===== config.mk =====
export PLATFORM = sky130hd
export DESIGN_NAME = spi_fifo_master
export DESIGN_NICKNAME = d
export VERILOG_FILES = /design/src/rtl/spi_fifo_pkg.sv /design/src/rtl/spi_sync_fifo.sv /design/src/rtl/spi_irq_regs.sv /design/src/rtl/spi_shift_engine.sv /design/src/rtl/spi_fifo_master.sv
export SDC_FILE = /design/constraint.sdc
export NUM_CORES = 1
export LEC_CHECK = 0
export ABC_AREA = 1
export BUFFER_PORTS_ARGS = -buffer_cell sky130_fd_sc_hd__buf_4
export CORE_AREA = 2 2 237 239
export CTS_CLUSTER_DIAMETER = 200
export DETAILED_ROUTE_END_ITERATION = 12
export DIE_AREA = 0 0 239 241
export HOLD_SLACK_MARGIN = 0.1
export PLACE_DENSITY = 0.72
export SLEW_MARGIN = 20
export SYNTH_ARGS = -nofsm -noshare
export SYNTH_HDL_FRONTEND = slang
export SYNTH_HIERARCHICAL = 1
export SYNTH_SLANG_ARGS = --single-unit

===== constraint.sdc =====
create_clock -name clk_i -period 13.2 [get_ports clk_i]
set_input_delay 1.32 -clock clk_i [delete_from_list [all_inputs] [get_ports clk_i]]
set_output_delay 1.32 -clock clk_i [all_outputs]
set_load 0.01 [all_outputs]

===== src/rtl/spi_fifo_pkg.sv =====
package spi_fifo_pkg;
  localparam int N_IRQ      = 7;
  localparam int IRQ_RX_UNF = 0;
  localparam int IRQ_RX_OVF = 1;
  localparam int IRQ_RX_AF  = 2;
  localparam int IRQ_TX_UNF = 3;
  localparam int IRQ_TX_OVF = 4;
  localparam int IRQ_TX_AF  = 5;
  localparam int IRQ_DONE   = 6;

  typedef enum logic [2:0] {
    ST_IDLE,
    ST_LEAD,
    ST_BITS,
    ST_GAP,
    ST_TAIL
  } eng_state_e;
endpackage


===== src/rtl/spi_sync_fifo.sv =====
module spi_sync_fifo #(
  parameter int W     = 32,
  parameter int DEPTH = 8,
  parameter int AFULL = 6
) (
  input  logic         clk_i,
  input  logic         rst_ni,
  input  logic         wr_i,
  input  logic [W-1:0] wr_data_i,
  input  logic         rd_i,
  output logic [W-1:0] rd_data_o,
  output logic         empty_o,
  output logic         afull_o,
  output logic         ovf_o,
  output logic         unf_o
);
  localparam int AW = (DEPTH > 1) ? $clog2(DEPTH) : 1;
  localparam int CW = $clog2(DEPTH + 1);

  logic [W-1:0]  mem [DEPTH];
  logic [AW-1:0] wp, rp;
  logic [CW-1:0] cnt;
  logic          full, wr_ok, rd_ok;

  assign full    = (cnt == CW'(DEPTH));
  assign empty_o = (cnt == '0);
  assign afull_o = (cnt >= CW'(AFULL));
  assign wr_ok   = wr_i && !full;
  assign rd_ok   = rd_i && !empty_o;
  assign ovf_o   = wr_i && full;
  assign unf_o   = rd_i && empty_o;
  assign rd_data_o = mem[rp];

  always_ff @(posedge clk_i) begin
    if (wr_ok) mem[wp] <= wr_data_i;
  end

  always_ff @(posedge clk_i or negedge rst_ni) begin
    if (!rst_ni) begin
      wp  <= '0;
      rp  <= '0;
      cnt <= '0;
    end else begin
      if (wr_ok) wp <= (wp == AW'(DEPTH - 1)) ? '0 : wp + AW'(1);
      if (rd_ok) rp <= (rp == AW'(DEPTH - 1)) ? '0 : rp + AW'(1);
      case ({wr_ok, rd_ok})
        2'b10:   cnt <= cnt + CW'(1);
        2'b01:   cnt <= cnt - CW'(1);
        default: cnt <= cnt;
      endcase
    end
  end
endmodule


===== src/rtl/spi_irq_regs.sv =====
module spi_irq_regs #(
  parameter int N = 7
) (
  input  logic         clk_i,
  input  logic         rst_ni,
  input  logic [N-1:0] set_i,
  input  logic [N-1:0] clr_i,
  input  logic [N-1:0] mask_i,
  output logic [N-1:0] flags_o,
  output logic         irq_o
);
  for (genvar i = 0; i < N; i++) begin : g_flag
    always_ff @(posedge clk_i or negedge rst_ni) begin
      if (!rst_ni)       flags_o[i] <= 1'b0;
      else if (set_i[i]) flags_o[i] <= 1'b1;  // set beats clear
      else if (clr_i[i]) flags_o[i] <= 1'b0;
    end
  end

  assign irq_o = |(flags_o & mask_i);
endmodule


===== src/rtl/spi_shift_engine.sv =====
module spi_shift_engine
  import spi_fifo_pkg::*;
#(
  parameter int DATA_W = 32,
  parameter int CFG_W  = 8
) (
  input  logic              clk_i,
  input  logic              rst_ni,
  input  logic              start_i,
  input  logic [CFG_W-1:0]  frames_i,
  input  logic [1:0]        mode_i,
  input  logic [CFG_W-1:0]  len_i,
  input  logic [CFG_W-1:0]  gap_i,
  input  logic [CFG_W-1:0]  div_i,
  input  logic              rx_en_i,
  input  logic              tx_empty_i,
  input  logic [DATA_W-1:0] tx_data_i,
  output logic              tx_pop_o,
  output logic              rx_push_o,
  output logic [DATA_W-1:0] rx_data_o,
  output logic              done_o,
  output logic              busy_o,
  output logic              sclk_o,
  output logic              mosi_o,
  input  logic              miso_i,
  output logic              cs_no
);
  localparam int IDX_W = $clog2(DATA_W);
  localparam int LEN_W = IDX_W + 1;
  localparam int H_W   = LEN_W + 1;
  localparam int G_W   = CFG_W + 1;

  function automatic logic [LEN_W-1:0] eff_len(input logic [CFG_W-1:0] l);
    if (l == '0)              return LEN_W'(1);
    else if (int'(l) >= DATA_W) return LEN_W'(DATA_W);
    else                      return l[LEN_W-1:0];
  endfunction

  eng_state_e        st;
  logic [CFG_W-1:0]  cnt, rem, gap_q, div_q;
  logic [H_W-1:0]    h, h_max;
  logic [G_W-1:0]    g, g_max;
  logic [LEN_W-1:0]  len_q;
  logic [IDX_W-1:0]  idx;
  logic [1:0]        mode_q;
  logic              rx_en_q, sclk_int, mosi_q;
  logic [DATA_W-1:0] tx_sh, rx_sh, tx_word;
  logic              tick, h_last, drive, more, load;

  assign tick    = (st != ST_IDLE) && (cnt == div_q);
  assign h_max   = {len_q, 1'b0} - H_W'(1);
  assign g_max   = {gap_q, 1'b0} - G_W'(1);
  assign h_last  = (h == h_max);
  assign idx     = IDX_W'(len_q - LEN_W'(1));
  assign drive   = h[0] ^ mode_q[0];  // phase 0 drives on trailing edges
  assign more    = (rem != CFG_W'(1));
  assign load    = tick && ((st == ST_LEAD) ||
                            (st == ST_GAP  && g == g_max) ||
                            (st == ST_BITS && h_last && more && gap_q == '0));
  assign tx_word = tx_empty_i ? '0 : tx_data_i;

  assign tx_pop_o  = load;
  assign rx_data_o = drive ? rx_sh : {rx_sh[DATA_W-2:0], miso_i};
  assign rx_push_o = tick && (st == ST_BITS) && h_last && rx_en_q;
  assign done_o    = tick && (st == ST_TAIL);
  assign busy_o    = (st != ST_IDLE);
  assign cs_no     = !busy_o;
  assign mosi_o    = mosi_q;
  assign sclk_o    = ((st == ST_IDLE) ? mode_i[1] : mode_q[1]) ^ sclk_int;

  always_ff @(posedge clk_i or negedge rst_ni) begin
    if (!rst_ni) begin
      st       <= ST_IDLE;
      cnt      <= '0;
      rem      <= '0;
      gap_q    <= '0;
      div_q    <= '0;
      len_q    <= LEN_W'(1);
      mode_q   <= '0;
      rx_en_q  <= 1'b0;
      h        <= '0;
      g        <= '0;
      sclk_int <= 1'b0;
      mosi_q   <= 1'b0;
      tx_sh    <= '0;
      rx_sh    <= '0;
    end else begin
      if (st == ST_IDLE || tick) cnt <= '0;
      else                       cnt <= cnt + CFG_W'(1);

      case (st)
        ST_IDLE: if (start_i) begin
          len_q   <= eff_len(len_i);
          gap_q   <= gap_i;
          div_q   <= div_i;
          mode_q  <= mode_i;
          rx_en_q <= rx_en_i;
          rem     <= frames_i;
          st      <= ST_LEAD;
        end
        ST_BITS: if (tick) begin
          sclk_int <= ~sclk_int;
          if (drive) begin
            mosi_q <= tx_sh[idx];
            tx_sh  <= tx_sh << 1;
          end else begin
            rx_sh  <= rx_data_o;
          end
          if (h_last) begin
            rem <= rem - CFG_W'(1);
            h   <= '0;
            if (!more) st <= ST_TAIL;
            else if (gap_q != '0) begin
              st <= ST_GAP;
              g  <= '0;
            end
          end else begin
            h <= h + H_W'(1);
          end
        end
        ST_GAP: if (tick && g != g_max) g <= g + G_W'(1);
        ST_TAIL: if (tick) begin
          st     <= ST_IDLE;
          mosi_q <= 1'b0;
        end
        default: ;
      endcase

      if (load) begin
        st    <= ST_BITS;
        h     <= '0;
        rx_sh <= '0;
        if (!mode_q[0]) begin
          mosi_q <= tx_word[idx];
          tx_sh  <= tx_word << 1;
        end else begin
          tx_sh  <= tx_word;
        end
      end
    end
  end
endmodule


===== src/rtl/spi_fifo_master.sv =====
module spi_fifo_master
  import spi_fifo_pkg::*;
#(
  parameter int DATA_W     = 32,
  parameter int CFG_W      = 8,
  parameter int FIFO_DEPTH = 8,
  parameter int AFULL_LVL  = 6
) (
  input  logic              clk_i,
  input  logic              rst_ni,
  input  logic              en_i,
  input  logic [1:0]        mode_i,
  input  logic [CFG_W-1:0]  bit_len_i,
  input  logic [CFG_W-1:0]  gap_i,
  input  logic [CFG_W-1:0]  div_i,
  input  logic              rx_en_i,
  input  logic              tx_wr_i,
  input  logic [DATA_W-1:0] tx_data_i,
  input  logic              rx_rd_i,
  output logic [DATA_W-1:0] rx_data_o,
  output logic              rx_empty_o,
  input  logic              req_i,
  input  logic [CFG_W-1:0]  req_frames_i,
  output logic              req_ack_o,
  output logic              busy_o,
  input  logic [N_IRQ-1:0]  irq_mask_i,
  input  logic [N_IRQ-1:0]  irq_clr_i,
  output logic [N_IRQ-1:0]  irq_flags_o,
  output logic              irq_o,
  output logic              sclk_o,
  output logic              mosi_o,
  input  logic              miso_i,
  output logic              cs_no
);
  logic              tx_pop, tx_empty, tx_af, tx_ovf, tx_unf;
  logic [DATA_W-1:0] tx_head, eng_rx_data;
  logic              rx_push, rx_af, rx_ovf, rx_unf, done;
  logic [N_IRQ-1:0]  irq_set;

  assign req_ack_o = req_i && en_i && !busy_o && (req_frames_i != '0);

  spi_sync_fifo #(.W(DATA_W), .DEPTH(FIFO_DEPTH), .AFULL(AFULL_LVL)) u_tx_fifo (
    .clk_i, .rst_ni,
    .wr_i(tx_wr_i), .wr_data_i(tx_data_i),
    .rd_i(tx_pop), .rd_data_o(tx_head),
    .empty_o(tx_empty), .afull_o(tx_af), .ovf_o(tx_ovf), .unf_o(tx_unf)
  );

  spi_sync_fifo #(.W(DATA_W), .DEPTH(FIFO_DEPTH), .AFULL(AFULL_LVL)) u_rx_fifo (
    .clk_i, .rst_ni,
    .wr_i(rx_push), .wr_data_i(eng_rx_data),
    .rd_i(rx_rd_i), .rd_data_o(rx_data_o),
    .empty_o(rx_empty_o), .afull_o(rx_af), .ovf_o(rx_ovf), .unf_o(rx_unf)
  );

  spi_shift_engine #(.DATA_W(DATA_W), .CFG_W(CFG_W)) u_engine (
    .clk_i, .rst_ni,
    .start_i(req_ack_o), .frames_i(req_frames_i),
    .mode_i, .len_i(bit_len_i), .gap_i, .div_i, .rx_en_i,
    .tx_empty_i(tx_empty), .tx_data_i(tx_head), .tx_pop_o(tx_pop),
    .rx_push_o(rx_push), .rx_data_o(eng_rx_data),
    .done_o(done), .busy_o,
    .sclk_o, .mosi_o, .miso_i, .cs_no
  );

  always_comb begin
    irq_set             = '0;
    irq_set[IRQ_RX_UNF] = rx_unf;
    irq_set[IRQ_RX_OVF] = rx_ovf;
    irq_set[IRQ_RX_AF]  = rx_af;
    irq_set[IRQ_TX_UNF] = tx_unf;
    irq_set[IRQ_TX_OVF] = tx_ovf;
    irq_set[IRQ_TX_AF]  = tx_af;
    irq_set[IRQ_DONE]   = done;
  end

  spi_irq_regs #(.N(N_IRQ)) u_irq (
    .clk_i, .rst_ni,
    .set_i(irq_set), .clr_i(irq_clr_i), .mask_i(irq_mask_i),
    .flags_o(irq_flags_o), .irq_o
  );
endmodule


## After elaboration in Yosys (flattened, before gate mapping)

Memory sizes are Yosys's and may differ from the RTL's.
Index checks and enable logic that the tools add are counted.

| storage, ports and cells | value |
|---|---|
| flip-flop bits (word level) | 153 |
| latch bits | 0 |
| memory bits (writable) | 512 |
| bits in read-only memories | 0 |
| input port bits | 88 |
| output and inout bits | 46 |
| logic and storage cells | 216 |
| memories | 2 |

| operators by class | value |
|---|---|
| add/sub/neg operators | 15 |
| $mul | 0 |
| div/mod/pow operators | 0 |
| $lt $le $gt $ge | 4 |
| eq/ne operators | 31 |
| shifts and indexed selects | 0 |
| mux-type cells | 71 |
| bitwise operators | 4 |
| reduce and logical (&&, ||, !) cells | 62 |

Memory list:

| memory | depth | width | read ports | clocked after memory_dff | write ports | line | source |
|---|---|---|---|---|---|---|---|
| u_rx_fifo.mem | 8 | 32 | 1 | 0 | 1 | spi_sync_fifo.sv:20 | `logic [W-1:0] mem [DEPTH];` |
| u_tx_fifo.mem | 8 | 32 | 1 | 0 | 1 | spi_sync_fifo.sv:20 |  |

Operators by type and width:

| operator | count |
|---|---|
| 2-to-1 mux 32 bit | 11 |
| 2-to-1 mux 9 bit | 5 |
| 2-to-1 mux 3 bit | 11 |
| 2-to-1 mux 8 bit | 4 |
| 2-to-1 mux 7 bit | 4 |
| nonzero test 2 bit | 14 |
| 2-to-1 mux 1 bit | 26 |
| logical AND 1 bit | 22 |
| case mux 9 bit (2 select lines) | 1 |
| logical NOT 8 bit | 2 |
| case mux 4 bit (2 select lines) | 2 |
| case mux 8 bit (2 select lines) | 1 |
| nonzero test 8 bit | 2 |
| equality test 3 bit, second input constant | 5 |
| adder 3 x 1 -> 3 bit, second input constant | 4 |
| 2-to-1 mux 6 bit | 2 |
| AND reduction 6 bit | 2 |
| binary-select mux 1 bit (select 5 bit) | 2 |
| adder 9 x 1 -> 9 bit, second input constant | 1 |
| equality test 9 bit | 1 |
| != test 3 x 2 -> 1 bit, second input constant | 3 |
| != test 9 bit | 1 |
| case mux 3 bit (3 select lines) | 1 |
| subtractor 9 x 1 -> 9 bit, second input constant | 1 |
| 36 further kinds | 59 |

## Logic depth before layout (Yosys ltp)

Gate-level depths: netlist (run 1).

| logic depth | value |
|---|---|
| word-level depth | 10 |
| depth in mapped cells | 27 |
| depth with buffers taken out | 24 |

## By module

The synthesis (run 1) kept the hierarchy.

By module, submodules not included:

| module | instances | cells an instance | area each (um2) | sequential area each (um2) |
|---|---|---|---|---|
| spi_sync_fifo at u_rx_fifo | 1 | 879 | 10661.5 | 7937.6 |
| spi_sync_fifo at u_tx_fifo | 1 | 877 | 10655.2 | 7937.6 |
| spi_shift_engine | 1 | 1214 | 8240.4 | 3154.3 |
| spi_irq_regs | 1 | 35 | 306.5 | 175.2 |
| spi_fifo_master | 1 | 9 | 37.5 | 0.0 |

## Worst setup path before layout (run 1)

OpenSTA, ideal clock, no wires.

| path | value |
|---|---|
| kind | flip-flop to flip-flop |
| from | reg u_engine.len_q[0] |
| to | mem u_rx_fifo.mem[1][0] (enable) |
| setup time | 0.421 ns |
| data arrival time | 3.787 ns |
| required time | 12.779 ns |
| setup slack | 8.992 ns |
| cell stages (with the launch flop) | 18 |
| buffers on the path | 3 |
| period minus slack after synthesis | 4.208 ns |
| cells stage by stage | dfstp_2 buf_6 inv_6 buf_8 clkbuf_1 ha_1 nor2_1 nor2_1 nand3_1 nor2_4 nand3_2 nor2_8 nand2_1 nor2_1 nand2_1 nor2_1 inv_1 nor2_1 |

| between the ends | value |
|---|---|
| cells in the longest elaborated chain, start to end | 7 |

RTL lines:

| item | line | source |
|---|---|---|
| from (decl) | spi_shift_engine.sv:43 | `logic [LEN_W-1:0] len_q;` |
| from (signal assigned) | spi_shift_engine.sv:93 | `len_q <= eff_len(len_i);` |
| subtractor 7 x 1 -> 7 bit | spi_shift_engine.sv:51 | `assign h_max = {len_q, 1'b0} - H_W'(1);` |
| equality test 7 bit | spi_shift_engine.sv:53 | `assign h_last = (h == h_max);` |
| logical AND 1 bit (2 in series) | spi_shift_engine.sv:64 | `assign rx_push_o = tick && (st == ST_BITS) && h_last && rx_en_q;` |
| named net rx_push | spi_fifo_master.sv:37 | `logic rx_push, rx_af, rx_ovf, rx_unf, done;` |
| logical AND 1 bit | spi_sync_fifo.sv:28 | `assign wr_ok = wr_i && !full;` |
| 2-to-1 mux 1 bit | spi_sync_fifo.sv:35 | `if (wr_ok) mem[wp] <= wr_data_i;` |
| 2-to-1 mux 1 bit (not written as such) | spi_sync_fifo.sv:35 |  |
| to (decl) | spi_sync_fifo.sv:20 |  |

The timed path passes the listed nets, and every way through them passes these cells.

## Final worst setup path (run 1)

| path | value |
|---|---|
| from | reg u_engine.len_q[0] |
| to | mem u_rx_fifo.mem[4][2] (enable) |

Same word-level chain as after synthesis.

==> impl_metrics.csv, run 1 <==
group,metric,value,unit
cts,holdBufCountCts,0,
global_routing,grt_pass1_vias,21500,
synth,ys_seq_area_share,64.2,%
layout,area_growth,12.6,%
routing,drt_wl_total,68.2,mm
die,start_util,54.5,%
die,core,54900,um2
synth,synth.largest_area_cell,"edfxtp_1",
routing,num_vias,21600,
cts,cts.path.max_buffers,3,
routing,post_drt_wl_per_cell,17.7,um
setup_path,max_stage_delay,1.01,ns
layout,final_common_cell,"nand2_1",
layout,final_nets,3200,
cts,clk_pin_slew_worst_paths,0.06,ns
setup_path,crit_path_cell_trace,"inv_6 -> ha_1 -> nor2_1 -> nor2_1 -> nand3_1 -> nor2_4 -> nand3_2 -> nor2_8 -> nand2_1 -> nor2_1 -> nand2_1 -> inv_1 -> nand2_1 -> nor2_4",
setup_path,cp-start-kind,"flip-flop",
routing,route.detailed.drc,0,
routing,wl_met2,34.2,mm
flow_run,drv_cap,0,
timing,setup_viol,0,
timing,fin_skew,0.0194,ns
pwr,power.switching,2.54,mW
timing,rsz0062_at_grt,"no",
pwr,power.share.combinational,33.4,%
cts,cts.sinks,665,
layout,drive_gt1_share,10.9,%
place,hpwl,40.8,mm
timing,hold_viol,0,
cts,cts_setup_buffers,0,
global_routing,grt_pass1_wl,109,mm
synth,netlist_top_cells_area,"edfxtp_1 51%, dfrtp_1 13%, nand2_1 7.6%, o21ai_0 6.6%, nor2_1 6.2%",
routing,dr.first_iter.drc_count,2290,
status,status,"finished, final reports clean",
cts,cts_tree,"built",
global_routing,grtUsageTotal,24.0,%
cts,h-tree-depth,3,
synth,yosysTopAreaCellShare,51.4,%
setup_path,arrival,5.39,ns
setup_path,r2r_start,"u_engine/len_q[0]$_DFFE_PN1P_",
pwr,powerDensity,205,nW/um2
synth,synth_cell_type_count,48,
setup_path,worstSetupPathType,"flip-flop to flip-flop",
synth,netlist_area,29900,um2
die,dieArea,57600,um2
synth,syn_avg_cell_area,9.92,um2
pwr,leakagePower,12.9,nW
global_routing,grt_max_degree,106,
synth,synth_fp_nets,3123,
timing,post-route-period-util,39.2,%
synth,ys_warn_count,6,
routing,ant_nets,0,
routing,dr.pass1.iters,6,
worst_hold_path,hold_class,"flip-flop to flip-flop",
synth,syn_inst,3014,
timing,setup-tns-final,0,ns
pwr,irDropWorstVdd,144,uV
pwr,p_int,4.37,mW
place,dp_slack,7.91,ns
setup_path,slowest_stage,"dfstp_2",
pwr,seqPwrFrac,39.0,%
layout,final_cell_mix,"604 x nand2_1, 512 x edfxtp_1, 478 x nor2_1, 380 x o21ai_0, 179 x inv_1",
cts,cts_resized,0,
cts,insertion_delay,0.61,ns
pwr,clock_power_share,27.6,%
timing,worst_slew_pin_slew,1.11,ns
timing,slew_headroom,26.1,%
timing,slew_viol_final,0,
place,numPortBuffers,133,
setup_path,cp-startpoint,"u_engine/len_q[0]$_DFFE_PN1P_",
timing,finalCriticalPeriod,5.18,ns
cts,cts_made_buffers,70,
setup_path,crit_path_end_kind,"flip-flop",
setup_path,worstPathRequired,13.41,ns
routing,vias_per_cell,5.60,
timing,setup_ws,8.02,ns
die,dieWidth,239,um
die,ios,134,
timing,clock.fmax,0.193,GHz
cts,cts-root-buf,"clkbuf_16",
place,place_congestion,0.892,
synth,synth_seq_cells,665,
pwr,switching_share,36.7,%
setup_path,cp_max_fo,43,
die,die_h,241,um
global_routing,grt_overflow_total,0,
die,rows,86,
routing,wl_met3,3.85,mm
global_routing,antenna_found_initial,1,
worst_hold_path,hp-start,"u_engine/mode_q[1]$_DFFE_PN0P_",
routing,topRoutingLayerUsed,"met4",
routing,wl_met1,28.3,mm
flip-flops by register name (all words and copies together) (netlist names):
| signal | cells |
|---|---|
| u_engine/cnt | 8 |
| u_engine/div_q | 8 |
| u_engine/g | 9 |
| u_engine/gap_q | 8 |
| u_engine/h | 7 |
| u_engine/len_q | 6 |
| u_engine/mode_q | 2 |
| u_engine/mosi_o | 1 |
| u_engine/rem | 8 |
| u_engine/rx_en_q | 1 |
| u_engine/rx_sh | 32 |
| u_engine/sclk_int | 1 |
| u_engine/st | 3 |
| u_engine/tx_sh | 32 |
| u_irq/flags_o | 7 |
| u_rx_fifo/cnt | 4 |
| u_rx_fifo/mem | 256 |
| u_rx_fifo/rp | 3 |
| u_rx_fifo/wp | 3 |
| u_tx_fifo/cnt | 4 |
| u_tx_fifo/mem | 256 |
| u_tx_fifo/rp | 3 |
| u_tx_fifo/wp | 3 |
power groups by stage:
| stage | Combinational, mW | Sequential, mW | Clock [mW] |
|---|---|---|---|
| finish | 2.31 | 2.69 | 1.91 |
| global route | 2.60 | 2.72 | 2.02 |
| CTS | 2.30 | 2.69 | 1.94 |
| detailed placement | 2.29 | 2.73 | 0 |
| global placement | 2.22 | 2.72 | 0 |
| floorplan | 1.69 | 2.64 | 0 |
final cells by class:
cell class	count	area, um2
diodes	1	2.50
clock buffers	97	1930
multi-input cells	1982	9220
repair buffers	166	1340
fillers	4358	21200
well taps	704	881
clock inverters	29	302
flip-flops and latches	665	19200
inverters	206	783
worst paths after layout:
check	slack (ns)	cells past startpoint	end
max	8.02	14	u_rx_fifo/mem[4][2]$_DFFE_PP_
min	0.49	2	u_engine/mode_q[1]$_DFFE_PN0P_
max reg2reg	8.02	14	u_rx_fifo/mem[4][2]$_DFFE_PP_
min reg2reg	0.49	2	u_engine/mode_q[1]$_DFFE_PN0P_
max in group asynchronous	10.99	2	u_rx_fifo/rp[0]$_DFFE_PN0P_
min in group asynchronous	0.81	1	u_engine/div_q[2]$_DFFE_PN0P_
routing by layer:
| metal | vias to the layer above | global-route usage (%) |
|---|---|---|
| met4 | 0 | 8.43 |
| met2 | 671 | 42.0 |
| met5 | - | 0 |
| met3 | 116 | 3.41 |
| li1 | 10300 | - |
| met1 | 10400 | 30.7 |
per-stage QoR:
stage               area (um2)  utilization, %  hold WS [ns]  instances  power (mW)
floorplan                29900               -         0.448       3014        4.32
global placement         31300            57.0         0.466       3717        4.94
detailed placement       31300            57.0         0.475       3717        5.02
CTS                      33500            61.1         0.489       3843        6.93
global route             33700            61.4         0.507       3850        7.34
finish                   33700            61.4         0.488       3850        6.90
worst max-delay path, delay by kind of cell (launching register included):
kind | cells | cell delay, ns
adders and majority gates | 1 | 0.79
and+or+nand+nor | 11 | 2.59
buffers and inverters | 2 | 0.37
DFF | 1 | 1.01
cell usage after synthesis (all sizes together):
cell	number
clkbuf	89
nor3	8
xnor3	1
a21oi	63
or2	3
edfxtp	512
ha	21
nand2b	1
nor4	1
nor2	503
inv	206
a31oi	5
xnor2	7
nor3b	5
o31ai	1
o21ai	558
o21bai	7
o21a	2
nand4	12
a22oi	2
dfstp	1
o22ai	2
xor2	17
o211ai	26
dfrtp	152
nand3b	2
a211oi	2
buf	72
nand2	618
nand3	115
kinds of logic (layout without fill, tap and decap cells):
kind of cell	Yosys count	in the layout	synth area share (%)
other	0	1	0
DFF	665	665	64.2
AOI/OAI and AO/OA	668	668	11.6
and+or+nand+nor	1268	1268	17.2
adders and majority gates	21	21	0.879
xor gates and xnor gates	25	25	0.778
buffers and inverters	367	498	5.36
Note: power is estimated with default switching activity, not from simulation.
==> inputs of run 2 (changes only) <==
==> constraint.sdc (replaced) <==
create_clock -name clk_i -period 5 [get_ports clk_i]
set_input_delay 0.5 -clock clk_i [delete_from_list [all_inputs] [get_ports clk_i]]
set_output_delay 0.5 -clock clk_i [all_outputs]
set_load 0.01 [all_outputs]
==> run 2 against run 1 <==
  * First-iteration DRC count shrank 21%
  * Final cell count grew 0.57%
  * Worst hold slack lost 0.37 ns
  * Via count shrank 0.16%
  * Global-route usage shrank 0.27 points
  * Cell area grew 0.34%
  * Combinational power grew to 2.6 times the previous value
  * Critical path depth grew 1
  * Clock power grew to 2.6 times the previous value
  * Wire length grew 0.51%
  * Clock skew grew 0.0068 ns
  * Largest cell class unchanged
  * Highest routed layer unchanged
==> impl_metrics.csv, run 2 (synthesis results as in run 1) <==
group,metric,value,unit
routing,num_vias,21500,
global_routing,grt_overflow_total,0,
die,start_util,54.5,%
layout,final_common_cell,"nand2_1",
pwr,irDropWorstVdd,330,uV
setup_path,cp-start-kind,"flip-flop",
timing,fin_skew,0.0261,ns
worst_hold_path,min_path_cells,3,
cts,cts.path.max_buffers,3,
routing,drt_wl_total,68.5,mm
setup_path,crit_path_cell_trace,"inv_6 -> ha_1 -> nor2_1 -> nor2_1 -> nand3_1 -> nor2_4 -> nand3_2 -> nor2_8 -> nand2_1 -> nor2_1 -> nand2_1 -> nor2_1 -> inv_1 -> nor2_4 -> buf_4",
global_routing,grtUsageTotal,23.7,%
global_routing,grt_max_degree,112,
timing,slew_viol_final,0,
timing,slew_headroom,25.8,%
setup_path,r2r-end,"u_rx_fifo/mem[3][7]$_DFFE_PP_",
setup_path,max_stage_delay,0.57,ns
layout,fin_util,61.6,%
timing,timing.hold.ws,0.119,ns
pwr,power.share.combinational,33.4,%
pwr,seqPwrFrac,39.5,%
cts,cts_setup_buffers,0,
layout,multi_input_area,9220,um2
setup_path,reg2reg_depth,15,
timing,rsz0062_at_grt,"no",
timing,clock.fmax,0.247,GHz
cts,cts.sinks,665,
routing,route.detailed.drc,0,
cts,clk_pin_slew_worst_paths,0.06,ns
setup_path,cp_max_fo,29,
setup_path,timing.critical_path.mode_cell,"nor2_1",
cts,cts_tree,"built",
flow_run,drv_cap,0,
place,numPortBuffers,133,
setup_path,rrSetupSlack,0.95,ns
cts,h-tree-depth,3,
setup_path,crit_path_end_kind,"flip-flop",
setup_path,slowest_stage,"dfstp_2",
cts,insertion_delay,0.60,ns
routing,post_drt_wl_per_cell,17.7,um
pwr,clock_power_share,27.1,%
pwr,p_int,11.5,mW
place,dpl_cell_area,31400,um2
layout,design_area,33800,um2
worst_hold_path,hold_class,"primary input to flip-flop",
timing,post-route-period-util,81.0,%
global_routing,grt_pass1_wl,108,mm
die,core,54900,um2
pwr,leakagePower,12.9,nW
routing,dr.pass1.iters,6,
setup_path,cp-startpoint,"u_engine/len_q[0]$_DFFE_PN1P_",
global_routing,antenna_found_initial,0,
timing,setup-tns-final,0,ns
timing,worst_slew_pin_slew,1.10,ns
layout,antenna_cells,0,
timing,hold_viol,0,
setup_path,endpoint,"u_rx_fifo/mem[3][7]$_DFFE_PP_",
die,dieArea,57600,um2
status,status,"finished, final reports clean",
pwr,powerDensity,537,nW/um2
layout,final_nets,3227,
place,hpwl,41.2,mm
setup_path,r2r_start,"u_engine/len_q[0]$_DFFE_PN1P_",
setup_path,worstSetupPathType,"flip-flop to flip-flop",
die,rows,86,
global_routing,grt_pass1_vias,20600,
cts,cts-root-buf,"clkbuf_16",
pwr,power.switching,6.68,mW
layout,final_cell_mix,"604 x nand2_1, 512 x edfxtp_1, 478 x nor2_1, 380 x o21ai_0",
cts,cts_made_buffers,69,
die,dieWidth,239,um
pwr,switching_share,36.8,%
timing,setup_viol,0,
layout,top_regs,"u_rx_fifo/mem (256), u_tx_fifo/mem (256)",
timing,finalCriticalPeriod,4.05,ns
layout,regArea,19200,um2
die,die_h,241,um
layout,area_growth,13.0,%
setup_path,worstPathRequired,5.30,ns
layout,drive_gt1_share,11.2,%
pwr,total_power,18.1,mW
routing,ant_nets,0,
die,ios,134,
routing,vias_per_cell,5.56,
routing,dr.first_iter.drc_count,1802,
setup_path,arrival,4.35,ns
layout,fill_cells,4303,
place,place_congestion,0.883,
[run 2: changes by cell type in the layout (fill, tap and decap cells not counted), moves of 3 or more]
cell	previous run	this run
clkinv_2	12	15
dlygate4sd3_1	0	17
buf_4	159	175
clkbuf_1	22	13
clkinv_1	5	10
buf_12	4	0
[run 2: area by class of cell]
cell class / count / area share [%]
flip-flops and latches: 665 / 56.9
multi-input cells: 1982 / 27.3
clock buffers: 87 / 5.53
repair buffers: 194 / 4.51
well taps: 704 / 2.61
inverters: 206 / 2.32
clock inverters: 34 / 0.870
[run 2: power groups by stage]
stage / logic [mW] / clock network [mW] / registers (mW)
after CTS: 5.99 / 5.01 / 7.21
after global routing: 6.81 / 5.25 / 7.24
after floorplan: 4.44 / 0 / 6.96
after detailed placement: 5.95 / 0 / 7.31
final: 6.06 / 4.92 / 7.16
after global placement: 5.79 / 0 / 7.28
[run 2: how the worst min path moves through the flow]
stage,startpoint,to
after floorplan,rst_ni,u_engine/cnt[0]$_DFF_PN0_
after global placement,u_engine/mode_q[1]$_DFFE_PN0P_,u_engine/mode_q[1]$_DFFE_PN0P_
after detailed placement,u_engine/mode_q[1]$_DFFE_PN0P_,u_engine/mode_q[1]$_DFFE_PN0P_
after CTS,irq_clr_i[6],u_irq/flags_o[6]$_DFFE_PN0P_
after global routing,tx_data_i[2],u_tx_fifo/mem[5][2]$_DFFE_PP_
final,gap_i[3],u_engine/gap_q[3]$_DFFE_PN0P_
[run 2: per-stage QoR]
step / std cells / worst slack [ns]
final: 3872 / 0.952
after global routing: 3872 / 0.742
after CTS: 3871 / 0.942
after detailed placement: 3733 / 0.943
after global placement: 3733 / 1.03
after floorplan: 3014 / 0.792
[run 2: per-layer routing]
layer / vias to the layer above / routed length, um / track usage, %
met5: - / 0 / 0
met4: 0 / 1970 / 9.02
met3: 125 / 3720 / 3.72
met2: 600 / 33900 / 40.3
met1: 10400 / 28900 / 31.0
li1: 10400 / - / -
[run 2: worst max-delay path: cells and delay by family, from the launching register on]
kind                       cells  cell delay [ns]
adders and majority gates      1             0.40
DFF                            1             0.57
buffers and inverters          3             0.59
and+or+nand+nor               11             2.20
[run 2: what timing repair did]
| action | 4_1_cts | 5_1_grt |
|---|---|---|
| hold buffers | 17 | 0 |
| resized for setup | 0 | 0 |
| hold endpoints to repair | 97 | 0 |
